<file path="src/rtl/rtx_pkg.sv">
package rtx_pkg;
  typedef enum logic {
    RTX_LAT_ZERO   = 1'b0,
    RTX_LAT_NORMAL = 1'b1
  } rtx_lat_e;
endpackage

</file>
<file path="src/rtl/rtx_mode_latch.sv">
module rtx_mode_latch
  import rtx_pkg::*;
(
  input  logic     clk,
  input  logic     rst,
  input  logic     lat_mode_n,
  output rtx_lat_e mode
);
  always_ff @(posedge clk) begin
    if (rst) mode <= lat_mode_n ? RTX_LAT_NORMAL : RTX_LAT_ZERO;
  end


  mode_hold_chk: assert property (@(posedge clk) disable iff (rst)
    !rst |=> $stable(mode));
endmodule

</file>
<file path="src/rtl/rtx_ptr_ctrl.sv">
module rtx_ptr_ctrl
  import rtx_pkg::*;
#(
  parameter int ADDR_W = 4,
  localparam int PTR_W = ADDR_W + 1
) (
  input  logic             clk,
  input  logic             rst,
  input  rtx_lat_e         mode,
  input  logic             rd_en,
  input  logic             rt_n,
  input  logic [PTR_W-1:0] wr_ptr,
  output logic [PTR_W-1:0] rd_ptr,
  output logic [ADDR_W-1:0] raddr,
  output logic             empty,
  output logic             ld_head,
  output logic             ld_read
);
  logic rt_fire, has_head;

  assign rt_fire  = !rt_n;
  assign has_head = (wr_ptr != '0);
  assign empty    = (rd_ptr == wr_ptr);
  assign ld_head  = rt_fire && (mode == RTX_LAT_ZERO) && has_head;
  assign ld_read  = !rt_fire && rd_en && !empty;
  assign raddr    = rt_fire ? '0 : rd_ptr[ADDR_W-1:0];

  always_ff @(posedge clk) begin
    if (rst)          rd_ptr <= '0;
    else if (ld_head) rd_ptr <= PTR_W'(1);
    else if (rt_fire) rd_ptr <= '0;
    else if (ld_read) rd_ptr <= rd_ptr + PTR_W'(1);
  end


  rewind_norm_chk: assert property (@(posedge clk) disable iff (rst)
    (!rt_n && (mode == RTX_LAT_NORMAL)) |=> (rd_ptr == '0));

  rewind_zero_chk: assert property (@(posedge clk) disable iff (rst)
    (!rt_n && (mode == RTX_LAT_ZERO) && (wr_ptr != '0)) |=> (rd_ptr == PTR_W'(1)));

  empty_hold_chk: assert property (@(posedge clk) disable iff (rst)
    (rt_n && empty) |=> $stable(rd_ptr));

  read_step_chk: assert property (@(posedge clk) disable iff (rst)
    (rt_n && rd_en && !empty) |=> (rd_ptr == $past(rd_ptr) + PTR_W'(1)));
endmodule

</file>
<file path="src/rtl/rtx_out_reg.sv">
module rtx_out_reg
  import rtx_pkg::*;
#(
  parameter int DATA_W = 18
) (
  input  logic              clk,
  input  logic              rst,
  input  rtx_lat_e          mode,
  input  logic              rt_n,
  input  logic              ld_head,
  input  logic              ld_read,
  input  logic [DATA_W-1:0] mem_rdata,
  output logic [DATA_W-1:0] dout
);
  always_ff @(posedge clk) begin
    if (rst)                    dout <= '0;
    else if (ld_head || ld_read) dout <= mem_rdata;
  end


  norm_rt_hold_chk: assert property (@(posedge clk) disable iff (rst)
    (!rt_n && (mode == RTX_LAT_NORMAL)) |=> $stable(dout));

  zero_rt_load_chk: assert property (@(posedge clk) disable iff (rst)
    ld_head |=> (dout == $past(mem_rdata)));
endmodule

</file>
<file path="src/rtl/fifo_rtx_reader.sv">
module fifo_rtx_reader
  import rtx_pkg::*;
#(
  parameter int DATA_W = 18,
  parameter int ADDR_W = 4,
  localparam int PTR_W = ADDR_W + 1
) (
  input  logic              clk,
  input  logic              rst,
  input  logic              lat_mode_n,
  input  logic              rd_en,
  input  logic              rt_n,
  input  logic [PTR_W-1:0]  wr_ptr,
  input  logic [DATA_W-1:0] mem_rdata,
  output logic [ADDR_W-1:0] mem_raddr,
  output logic [PTR_W-1:0]  rd_ptr,
  output logic [DATA_W-1:0] dout,
  output logic              empty
);
  rtx_lat_e mode;
  logic     ld_head, ld_read;

  rtx_mode_latch u_mode (
    .clk(clk), .rst(rst), .lat_mode_n(lat_mode_n), .mode(mode)
  );

  rtx_ptr_ctrl #(.ADDR_W(ADDR_W)) u_ptr (
    .clk(clk), .rst(rst), .mode(mode), .rd_en(rd_en), .rt_n(rt_n),
    .wr_ptr(wr_ptr), .rd_ptr(rd_ptr), .raddr(mem_raddr), .empty(empty),
    .ld_head(ld_head), .ld_read(ld_read)
  );

  rtx_out_reg #(.DATA_W(DATA_W)) u_out (
    .clk(clk), .rst(rst), .mode(mode), .rt_n(rt_n), .ld_head(ld_head),
    .ld_read(ld_read), .mem_rdata(mem_rdata), .dout(dout)
  );


  rt_over_read_chk: assert property (@(posedge clk) disable iff (rst)
    (!rt_n && rd_en) |=> (rd_ptr <= PTR_W'(1)));
endmodule

</file>
<file path="config.mk">
export PLATFORM = sky130hd
export DESIGN_NAME = fifo_rtx_reader
export DESIGN_NICKNAME = d
export VERILOG_FILES = /design/src/rtl/rtx_pkg.sv /design/src/rtl/rtx_mode_latch.sv /design/src/rtl/rtx_ptr_ctrl.sv /design/src/rtl/rtx_out_reg.sv /design/src/rtl/fifo_rtx_reader.sv
export SDC_FILE = /design/constraint.sdc
export NUM_CORES = 1
export LEC_CHECK = 0
export CAP_MARGIN = 10
export CORE_MARGIN = 2
export CORE_UTILIZATION = 42
export DETAILED_ROUTE_END_ITERATION = 6
export DONT_BUFFER_PORTS = 1
export SLEW_MARGIN = 30
export SYNTH_ARGS = -nofsm -noshare
export SYNTH_HDL_FRONTEND = slang
export SYNTH_SLANG_ARGS = --single-unit
</file>
<file path="constraint.sdc">
create_clock -name clk -period 3.1 [get_ports clk]
set_input_delay 0.155 -clock clk [delete_from_list [all_inputs] [get_ports clk]]
set_output_delay 0.155 -clock clk [all_outputs]
set_load 0.05 [all_outputs]
</file>
==> results.yml <==
final_layout:
  postLayoutCellArea_um2: 1510
  antenna_cells: 0
  syn_to_final_growth_pct: 20.5
  fin_cells: 182
  drive_above_1_share: 0.0530
  finish.net_count: 181
run_status:
  violations: "DRC"
  outcome: "complete, but fails checks"
power:
  p_per_area_nw_per_um2: 480
  clockPowerShare: 0.263
  p_seq_frac: 0.588
  irDropWorstVdd_v: 0.000387
  p_int_uw: 491
  switching_power_uw: 235
  p_comb_frac: 0.150
  power.leakage_uw: 0.000610
  swShare: 0.323
synth:
  ys_top_cells_by_area: "dfxtp_1 (37%), nand2b_1 (19%), mux2i_1 (18%)"
  postSynthCellCount: 132
  synthFlopType: "dfxtp_1"
  ys_ff_latch: 24
  synth_cell_types: 26
  synth_nets: 161
  yosysTopAreaCell: "dfxtp_1"
  ys_warn_count: 0
  synth-edff-count: 1
  synth_top_area_share: 0.367
  netlist_top_cells_count: "nand2b_1 (39), dfxtp_1 (23), mux2i_1 (22), nand2_1 (7)"
  avgSynthCellArea_um2: 9.52
  yosysMostFrequentCell: "nand2b_1"
  async_reset_ff_frac: 0
  yosysSeqAreaShare: 0.390
  netlist_area_um2: 1260
place:
  place.detailed.hpwl_um: 1710
  preCtsSetupSlack_ps: 1070
  gp_congestion: 0.832
  port_buffers: 0
  place_area_um2: 1270
  dp_cells: 158
hold_path:
  min-delay-start: "rst"
  min_to: "u_out.dout[10]"
  hp-class: "input pin to flop"
  holdPathStages: 2
floorplan:
  die_h_um: 58.7
  ioPinCount: 56
  core_area_um2: 2810
  num_rows: 19
  start_util: 0.448
  die_w_um: 58.7
  die-area_um2: 3440
sta:
  skew_ps: 4.36
  fmax_ghz: 0.434
  setup_tns_ps: 0
  maxSlewHeadroom: 0.552
  finalMaxSlewViolations: 0
  hold_viol: 0
  period_needed_ps: 2310
  rsz0062_at_grt: "false"
  layout_setup_ws_ps: 794
  period_share: 0.744
  worst_slew_pin_slew_ps: 671
  setup_viol: 0
clock_tree:
  clk_pin_slew_worst_paths_ps: 130
  cts_tree: "done"
  htreeDepth: 1
  cts.path.max_buffers: 2
  cts_sinks: 24
  cts_root_buf: "clkbuf_4"
  ctsResizeCount: 0
  worstSkewPairLatency_ps: 310
  numCtsBuffers: 3
  cts_setup_buffers: 0
critical_path:
  critPathKind: "flop to primary output"
  cp.required_ps: 2940
  cp-end-kind: "primary output"
  r2r_start: "u_ptr.rd_ptr[0]"
  crit_fanout: 6
  worstPathArrival_ps: 2150
  worstSetupStartpointType: "flop"
  timing.rr.end: "u_out.dout[13]"
  reg2reg_slack_ps: 1080
  reg2regPathDepth: 5
detailed_routing:
  ant_nets: 0
  vias: 965
  vias_per_cell: 5.30
  drt_iter0_markers: 53
  post-route-drc-count: 4
  wl_per_cell_um: 14.6
  first_pass_iters: 6
  wl_um: 2650
global_routing:
  grt_pass1_vias: 1034
  grt_overflow: 0
  grt_max_degree: 22
  grtUsageTotal: 0.162
  grt_first_pass_wirelength_um: 4280
  antenna_found_initial: 0
job:
  drv_cap: 0
## how the worst max path moves through the flow
stage                      to  slack [ps]       startpoint  depth (start not counted)
2_1_floorplan           empty        1260  u_ptr.rd_ptr[0]                          4
5_1_grt                 empty         650  u_ptr.rd_ptr[2]                          3
6_report                empty         790  u_ptr.rd_ptr[0]                          3
3_3_place_gp    u_out.dout[0]        1190  u_ptr.rd_ptr[0]                          5
3_5_place_dp   u_out.dout[13]        1070  u_ptr.rd_ptr[0]                          5
4_1_cts                 empty         800  u_ptr.rd_ptr[2]                          3
## placed cells by master, fill, tap and decap left out, types with 2 or more instances in the layout
| cell | netlist | final |
|---|---|---|
| a21oi_1 | 4 | 4 |
| nor2_1 | 3 | 3 |
| nand2b_1 | 39 | 39 |
| mux2i_1 | 22 | 22 |
| buf_4 | 0 | 2 |
| dlygate4sd3_1 | 0 | 20 |
| xor2_1 | 2 | 2 |
| and2_1 | 5 | 5 |
| nand4_1 | 2 | 2 |
| clkbuf_4 | 0 | 3 |
| nand2_1 | 7 | 7 |
| xnor2_1 | 3 | 3 |
| a31oi_1 | 3 | 3 |
| dfxtp_1 | 23 | 23 |
## worst max-delay path, cell delays in order (launching register included)
cell and delay [ps]:
dfxtp_1 780, xnor2_1 240, and3_1 340, and2_1 480
## flip-flops by register name, indices dropped and copies added, names as in the netlist
name	cells
u_mode.mode	1
u_out.dout	18
u_ptr.rd_ptr	5
## per-stage QoR
step,hold slack (ps),utilization,power [uW]
after global routing,1.37,0.540,759
final,10.3,0.540,726
after CTS,0.0320,0.536,736
after detailed placement,231,0.451,521
after floorplan,254,-,515
after global placement,231,0.451,517
## power by group through the flow
stage	Combinational, uW	Clock [uW]	Sequential [uW]
after floorplan	85.6	0	429
after global placement	82.8	0	434
after detailed placement	85.9	0	435
after CTS	108	200	428
after global routing	120	210	430
final	109	191	427
## final cells by class
cell class	instances	area [um2]
Fill cell	252	1290
Multi-Input combinational cell	100	718
Tap cell	31	38.8
Clock buffer	4	47.5
Timing Repair Buffer	22	215
Sequential cell	24	490
Inverter	1	3.75
## logic make-up after synthesis
logic type / Yosys count / share of synthesized area
compound gates: 10 / 0.0538
buf+inv: 8 / 0.0428
mux: 22 / 0.175
fa+ha+maj: 1 / 0.00996
xor+xnor: 5 / 0.0349
simple gates: 62 / 0.293
flops: 24 / 0.390
## what timing repair did
item,in CTS,in global routing
endpoints found under the hold margin,20,1
setup endpoints to repair,0,0
hold buffers,19,1
## per-layer routing
layer	routed length, um	track usage	vias to the layer above
li1	-	-	476
met1	1020	0.156	446
met2	1380	0.335	41
met3	233	0.0527	2
met4	17	0.0195	0
met5	0	0	-
Power figures use the tool's default switching activity.
